$ cat config.mk
export PLATFORM = sky130hd
export DESIGN_NAME = fshift_unit
export DESIGN_NICKNAME = d
export VERILOG_FILES = /design/src/rtl/fshift_pkg.sv /design/src/rtl/fshift_amt_reg.sv /design/src/rtl/fshift_ctrl.sv /design/src/rtl/fshift_barrel.sv /design/src/rtl/fshift_unit.sv
export SDC_FILE = /design/constraint.sdc
export NUM_CORES = 1
export LEC_CHECK = 0
export BUFFER_PORTS_ARGS = -buffer_cell sky130_fd_sc_hd__buf_4
export CORE_ASPECT_RATIO = 1.75
export CORE_UTILIZATION = 52
export DETAILED_ROUTE_END_ITERATION = 12
export PLACE_DENSITY = 0.81
export SYNTH_ARGS = -nofsm -noshare
export SYNTH_HDL_FRONTEND = slang
export SYNTH_SLANG_ARGS = --single-unit
export TNS_END_PERCENT = 10
$ cat constraint.sdc
create_clock -name clk_i -period 3.2 [get_ports clk_i]
set_input_delay 0.64 -clock clk_i [delete_from_list [all_inputs] [get_ports clk_i]]
set_output_delay 0.64 -clock clk_i [all_outputs]
set_load 0.03 [all_outputs]
$ cat src/rtl/fshift_pkg.sv
package fshift_pkg;
  parameter int unsigned DATA_W = 32;

  typedef enum logic [2:0] {
    OP_SL_IMM  = 3'd0,
    OP_SRL_IMM = 3'd1,
    OP_SRA_IMM = 3'd2,
    OP_SL_REG  = 3'd3,
    OP_SRL_REG = 3'd4,
    OP_SRA_REG = 3'd5,
    OP_FSR_REG = 3'd6,
    OP_NONE    = 3'd7
  } op_e;
endpackage

$ cat src/rtl/fshift_amt_reg.sv
module fshift_amt_reg #(
  parameter int unsigned DATA_W = fshift_pkg::DATA_W,
  localparam int unsigned SH_W  = $clog2(DATA_W),
  localparam int unsigned AMT_W = SH_W + 1
) (
  input  logic             clk_i,
  input  logic             rst_ni,
  input  logic             setup_en_i,
  input  logic             setup_left_i,
  input  logic [SH_W-1:0]  setup_amt_i,
  input  logic             we_i,
  input  logic [AMT_W-1:0] wdata_i,
  output logic [AMT_W-1:0] amt_o
);
  localparam logic [AMT_W-1:0] FULL = AMT_W'(DATA_W);

  logic [AMT_W-1:0] amt_q, amt_d, setup_val, wr_val;

  // left setup stores the complement so left shifts reuse the same amount
  assign setup_val = setup_left_i ? (FULL - {1'b0, setup_amt_i}) : {1'b0, setup_amt_i};
  assign wr_val    = (wdata_i > FULL) ? FULL : wdata_i;

  always_comb begin
    amt_d = amt_q;
    if (we_i)            amt_d = wr_val;
    else if (setup_en_i) amt_d = setup_val;
  end

  always_ff @(posedge clk_i or negedge rst_ni) begin
    if (!rst_ni) amt_q <= '0;
    else         amt_q <= amt_d;
  end

  assign amt_o = amt_q;
endmodule

$ cat src/rtl/fshift_ctrl.sv
module fshift_ctrl
  import fshift_pkg::*;
#(
  parameter int unsigned DATA_W = fshift_pkg::DATA_W,
  localparam int unsigned SH_W  = $clog2(DATA_W),
  localparam int unsigned AMT_W = SH_W + 1
) (
  input  logic [2:0]        op_i,
  input  logic [DATA_W-1:0] src_a_i,
  input  logic [DATA_W-1:0] src_b_i,
  input  logic [SH_W-1:0]   imm_i,
  input  logic [AMT_W-1:0]  reg_amt_i,
  output logic [DATA_W-1:0] hi_o,
  output logic [DATA_W-1:0] lo_o,
  output logic [AMT_W-1:0]  amt_o
);
  localparam logic [AMT_W-1:0] FULL = AMT_W'(DATA_W);

  logic [DATA_W-1:0] sign_fill;
  logic [AMT_W-1:0]  imm_ext;

  assign sign_fill = {DATA_W{src_a_i[DATA_W-1]}};
  assign imm_ext   = {1'b0, imm_i};

  // every operation maps onto one right shift of {hi,lo}; left by n == right by W-n
  always_comb begin
    hi_o  = '0;
    lo_o  = '0;
    amt_o = '0;
    unique case (op_e'(op_i))
      OP_SL_IMM:  begin hi_o = src_a_i;   lo_o = '0;      amt_o = FULL - imm_ext; end
      OP_SRL_IMM: begin hi_o = '0;        lo_o = src_a_i; amt_o = imm_ext;        end
      OP_SRA_IMM: begin hi_o = sign_fill; lo_o = src_a_i; amt_o = imm_ext;        end
      OP_SL_REG:  begin hi_o = src_a_i;   lo_o = '0;      amt_o = reg_amt_i;      end
      OP_SRL_REG: begin hi_o = '0;        lo_o = src_a_i; amt_o = reg_amt_i;      end
      OP_SRA_REG: begin hi_o = sign_fill; lo_o = src_a_i; amt_o = reg_amt_i;      end
      OP_FSR_REG: begin hi_o = src_a_i;   lo_o = src_b_i; amt_o = reg_amt_i;      end
      default:    begin hi_o = '0;        lo_o = '0;      amt_o = '0;             end
    endcase
  end
endmodule

$ cat src/rtl/fshift_barrel.sv
module fshift_barrel #(
  parameter int unsigned DATA_W = fshift_pkg::DATA_W,
  localparam int unsigned SH_W  = $clog2(DATA_W),
  localparam int unsigned AMT_W = SH_W + 1,
  localparam int unsigned CAT_W = 2 * DATA_W
) (
  input  logic [DATA_W-1:0] hi_i,
  input  logic [DATA_W-1:0] lo_i,
  input  logic [AMT_W-1:0]  amt_i,
  output logic [DATA_W-1:0] res_o
);
  logic [AMT_W-1:0][CAT_W-1:0] stage;

  assign stage[0] = {hi_i, lo_i};

  for (genvar k = 0; k < AMT_W - 1; k++) begin : g_stage
    localparam int unsigned STEP = 2 ** k;
    assign stage[k+1] = amt_i[k] ? (stage[k] >> STEP) : stage[k];
  end

  // top stage moves a whole word; only the low word is kept
  assign res_o = amt_i[AMT_W-1] ? stage[AMT_W-1][CAT_W-1:DATA_W]
                                : stage[AMT_W-1][DATA_W-1:0];
endmodule

$ cat src/rtl/fshift_unit.sv
module fshift_unit #(
  parameter int unsigned DATA_W = fshift_pkg::DATA_W,
  localparam int unsigned SH_W  = $clog2(DATA_W),
  localparam int unsigned AMT_W = SH_W + 1
) (
  input  logic              clk_i,
  input  logic              rst_ni,
  input  logic [2:0]        op_i,
  input  logic [DATA_W-1:0] src_a_i,
  input  logic [DATA_W-1:0] src_b_i,
  input  logic [SH_W-1:0]   imm_i,
  input  logic              setup_en_i,
  input  logic              setup_left_i,
  input  logic [SH_W-1:0]   setup_amt_i,
  input  logic              amt_we_i,
  input  logic [AMT_W-1:0]  amt_wdata_i,
  output logic [DATA_W-1:0] amt_rdata_o,
  output logic [DATA_W-1:0] result_o
);
  logic [AMT_W-1:0]  reg_amt, sh_amt;
  logic [DATA_W-1:0] hi, lo;

  fshift_amt_reg #(.DATA_W(DATA_W)) u_amt_reg (
    .clk_i        (clk_i),
    .rst_ni       (rst_ni),
    .setup_en_i   (setup_en_i),
    .setup_left_i (setup_left_i),
    .setup_amt_i  (setup_amt_i),
    .we_i         (amt_we_i),
    .wdata_i      (amt_wdata_i),
    .amt_o        (reg_amt)
  );

  fshift_ctrl #(.DATA_W(DATA_W)) u_ctrl (
    .op_i      (op_i),
    .src_a_i   (src_a_i),
    .src_b_i   (src_b_i),
    .imm_i     (imm_i),
    .reg_amt_i (reg_amt),
    .hi_o      (hi),
    .lo_o      (lo),
    .amt_o     (sh_amt)
  );

  fshift_barrel #(.DATA_W(DATA_W)) u_barrel (
    .hi_i  (hi),
    .lo_i  (lo),
    .amt_i (sh_amt),
    .res_o (result_o)
  );

  assign amt_rdata_o = {{(DATA_W-AMT_W){1'b0}}, reg_amt};
endmodule

==> results.py, run 1 <==
metrics = {
    "placed_design": {
        "routabilityCongestion": 1.059,
        "place_hpwl_um": 26670,
        "port_buffers": 125,
    },
    "synthesis": {
        "yosys_warnings": 0,
        "synth_area_per_cell_um2": 7.120,
        "synth-compound-area-share": 0.3868,
        "synthXorXnorAreaFrac": 0.005349,
        "synth.mux.area_fraction": 0.2818,
        "synth_edf_count": 0,
        "synthCells": 920,
        "syn_area_um2": 6550,
        "yosys.area_share.simple": 0.1624,
        "synth_top_family_by_area": "compound AO/OA/AOI/OAI gates",
        "synth_cell_type_count": 78,
        "synth_seq_cells": 6,
        "async_reset_ff_frac": 1.000,
        "synthFlopType": "dfrtp_1",
        "synthAdderAreaFrac": 0.008596,
        "yosysSeqAreaShare": 0.02292,
    },
    "status": {
        "tool.error": "[ERROR GRT-0116] Global routing finished with congestion. Check the congestion regions in the DRC Viewer.",
        "outcome": "aborted with a tool error",
        "stop_stage": "global routing (5_1_grt)",
    },
    "floorplanning": {
        "num_rows": 53,
        "start_util": 0.5397,
        "die_y_um": 150.5,
        "fp.dieW_um": 86.84,
        "io_pins": 152,
    },
    "global_routing": {
        "grt-ovfl-total": 115,
        "grt_pass1_wl_um": 73370,
        "grt_pass1_vias": 12200,
        "grt_max_degree": 54,
        "grt_use_total": 0.7318,
    },
    "clocking": {
        "cts-htree-levels": 1,
        "cts_made_buffers": 3,
        "clock_sinks": 6,
        "root_buffer": "clkbuf_16",
        "clockBufferDepth": 2,
        "cts_hold_buf": 0,
    },
}
[logic make-up after synthesis]
group                    Yosys count
AO/OA/AOI/OAI                    360
other                              1
AND/OR/NAND/NOR                  217
multiplexers                     181
buffers and inverters            146
adder cells (fa/ha/maj)            5
flip-flops                         6
XOR/XNOR                           4
[synthesized netlist by cell type (17+ instances only)]
cell	count	area, um2
nor2_1	62	232.7
clkbuf_1	20	75.07
o22ai_1	51	319.1
a211o_1	17	148.9
nand2_1	60	225.2
o21ai_0	76	380.4
a21boi_0	18	135.1
mux2i_1	174	1742
nor3_1	24	120.1
inv_1	24	90.09
nand3_1	21	105.1
a31oi_1	30	187.7
a21oi_1	38	190.2
buf_2	49	245.2
buf_4	41	307.8
[metrics by stage]
| step | area (um2) | util | setup WS, ns | std cells | hold slack, ns |
|---|---|---|---|---|---|
| floorplan | 7078 | - | -0.2260 | 945 | 0.3444 |
| global placement | 10090 | 0.8317 | -0.9273 | 1429 | 0.4490 |
| detailed placement | 10090 | 0.8317 | -0.9273 | 1429 | 0.4519 |
| CTS | 11040 | 0.9094 | -0.6033 | 1441 | 0.2118 |
[metal layers]
metal  GRT overflow  GRT usage
met5              0    0.08678
met2             69     0.9587
met4             45     0.8300
met3              1     0.5055
met1              0     0.6898
[repair_timing]
action                     in CTS
pin swaps                      18
setup buffers                  11
setup endpoints to repair      32
cloned                          1
gates resized for setup       167
==> run 2, diff against run 1 <==
CORE_ASPECT_RATIO = unset   (was 1.75)
CORE_UTILIZATION = 40   (was 52)
PLACE_DENSITY = unset   (was 0.81)
PLACE_DENSITY_LB_ADDON = 0.15   (was unset)
clock period = 4.2 ns   (was 3.2 ns; I/O delays follow)
==> run 2 against run 1 <==
The flow now finishes, with violations (negative setup slack). Synthesized area is the same. Synthesized cell count unchanged.
==> results.py, run 2 <==
metrics = {
    "route": {
        "drc_errors": 0,
        "routed_wl_um": 30740,
        "viasPerCell": 6.544,
        "vias": 9090,
        "drt-initial-drc-count": 1086,
        "routedWlPerCell_um": 22.13,
        "ant_nets": 0,
        "drt_first_pass_iters": 6,
    },
    "setup_path": {
        "setup.worst_path.start_class": "primary input",
        "cp_max_fo": 14,
        "critPathKind": "primary input to primary output",
        "cp.required_ns": 3.36,
        "cp-end-kind": "primary output",
        "critPathArrivalTime_ns": 3.50,
        "reg2reg_depth": 2,
    },
    "clocking": {
        "cts_tree": "done",
        "clockBufferDepth": 2,
        "clk_latency_ns": 0.22,
        "clock_sinks": 6,
        "cts_made_buffers": 3,
        "cts-htree-levels": 1,
        "cts_hold_buf": 0,
        "path_clk_slew_ns": 0.03,
        "root_buffer": "clkbuf_16",
    },
    "sta": {
        "setup_violations": 24,
        "worst_pin_slew_ns": 0.6488,
        "layout_min_cycle_time_ns": 4.342,
        "fmax_mhz": 230.3,
        "finClkSkew_ns": 0,
        "fin_ws_ns": -0.1420,
        "whs_ns": 0.4136,
        "tns_ns": -1.127,
        "maxSlewHeadroom": 0.5655,
        "rsz0062_at_grt": "true",
        "hold_violations": 0,
        "drv_slew": 0,
        "timing.final.crit_share": 1.034,
    },
    "power_and_ir_drop": {
        "leakage_nw": 4.416,
        "power_density_nw_per_um2": 277.9,
        "ir_drop_v": 0.0003393,
    },
    "status": {
        "violations": "negative setup slack",
        "outcome": "finished, violations left",
    },
    "floorplanning": {
        "start_util": 0.4108,
        "core_area_um2": 15940,
        "io_pins": 152,
        "die_area_um2": 16890,
        "num_rows": 46,
        "fp.dieW_um": 130.0,
        "die_y_um": 130.0,
    },
    "synthesis": {
        "yosys_warnings": 0,
        "yosysSeqAreaShare": 0.02292,
        "async_reset_ff_frac": 1.000,
        "synth_edf_count": 0,
        "synthFlopType": "dfrtp_1",
        "synth_cell_type_count": 78,
        "synth_top_area_frac": 0.2659,
        "synth_common_cells": "mux2i_1, o21ai_0, nor2_1",
        "synth_area_per_cell_um2": 7.120,
        "synth_seq_cells": 6,
        "synthMostInstantiatedCell": "mux2i_1",
        "synth_top_cell_by_area": "mux2i_1",
        "synthCells": 920,
        "syn_area_um2": 6550,
        "ys_top_cells_by_area": "mux2i_1, o21ai_0, o22ai_1",
    },
    "global_routing": {
        "grt-ovfl-total": 0,
        "grt_pass1_wl_um": 43800,
        "grt_pass1_vias": 8109,
        "grt_use_total": 0.3306,
        "grt_max_degree": 44,
        "antenna_found_initial": 0,
    },
    "finish": {
        "diodes": 0,
        "final_common_cell": "buf_4",
        "largest_register_ffs": 6,
        "fin_nets": 1265,
        "syn2layout_area_growth_pct": 60.55,
        "post_route_cells_drive_above_1_share": 0.4714,
        "final_cell_mix": "buf_4, mux2i_1, o21ai_0, nand2_1, nor2_1",
    },
    "run": {
        "max_cap_viol_count": 0,
    },
    "placed_design": {
        "place_hpwl_um": 21860,
        "routabilityCongestion": 0.9817,
        "pre_cts_ws_ns": -0.2003,
        "port_buffers": 125,
    },
    "hold_path": {
        "hold_class": "primary input to asynchronous set/reset pin",
    },
}
## run 2: cell counts after synthesis
Identical to the previous run, type by type.
## run 2: report_power, final
part | total, mW | leakage [nW] | switching, mW | internal, mW
Sequential | 0.0713 | 0.0749 | 0.00751 | 0.0638
Combinational | 2.70 | 4.30 | 1.51 | 1.19
Clock | 0.149 | 0.0370 | 0.0277 | 0.122
## run 2: worst paths after layout
path | start | end | slack, ns
hold reg to reg | u_amt_reg.amt_o[2] | u_amt_reg.amt_o[2] | 0.65
max in group asynchronous | rst_ni | u_amt_reg.amt_o[3] | 3.68
hold / removal | rst_ni | u_amt_reg.amt_o[0] | 0.41
min in group clk_i | u_amt_reg.amt_o[2] | u_amt_reg.amt_o[2] | 0.65
setup / recovery | op_i[2] | result_o[5] | -0.14
setup reg to reg | u_amt_reg.amt_o[0] | u_amt_reg.amt_o[0] | 3.35
## run 2: metrics by stage
| step | instance area, um2 | utilization | instances | power [mW] |
|---|---|---|---|---|
| 3_5_place_dp | 8811 | 0.5527 | 1361 | 2.238 |
| 4_1_cts | 9494 | 0.5955 | 1373 | 2.581 |
| 5_1_grt | 10520 | 0.6596 | 1389 | 3.047 |
| 3_3_place_gp | 8811 | 0.5527 | 1361 | 2.239 |
| 6_report | 10520 | 0.6596 | 1389 | 2.922 |
| 2_1_floorplan | 6651 | - | 945 | 1.377 |
## run 2: worst max-delay path, stage by stage
cell      delay, ns
buf_4          0.13
buf_4          0.21
nor2_2         0.09
buf_6          0.16
o32ai_1        0.53
mux2i_1        0.16
buf_4          0.20
mux2i_4        0.22
mux2i_2        0.14
a221oi_2       0.36
o221ai_1       0.18
o21ai_1        0.10
buf_4          0.17
## run 2: cell families (layout without fill, tap and decap cells)
family / count (synthesis) / in the layout / synth area share
xor gates and xnor gates: 4 / 4 / 0.005350
DFF: 6 / 6 / 0.02292
adders and majority gates: 5 / 5 / 0.008595
AOI/OAI and AO/OA: 360 / 360 / 0.3868
other: 1 / 26 / 0.0005725
muxes: 181 / 181 / 0.2818
buffers and inverters: 146 / 374 / 0.1316
and+or+nand+nor: 217 / 217 / 0.1624
## run 2: area by class of cell
type	instances	area [um2]
Inverter	24	95.09
Timing Repair Buffer	347	3102
Clock buffer	3	75.07
Fill cell	1334	5426
Tap cell	216	270.3
Sequential cell	6	150.1
Multi-Input combinational cell	793	6824
## run 2: repair_timing
item                                    in CTS  in global routing
pin swaps                                   21                 31
gates cloned                                 2                  4
buffers inserted                             8                 13
endpoints found under the setup margin      32                 32
resized for setup                          105                157
hold endpoints to repair                     0                  0
## run 2: layer usage
| layer | global-route usage | part of all wire |
|---|---|---|
| met3 | 0.04469 | 0.087 |
| met5 | 0 | 0 |
| met4 | 0.1259 | 0.052 |
| met2 | 0.5744 | 0.48 |
| met1 | 0.4135 | 0.39 |
Power figures use the tool's default switching activity.
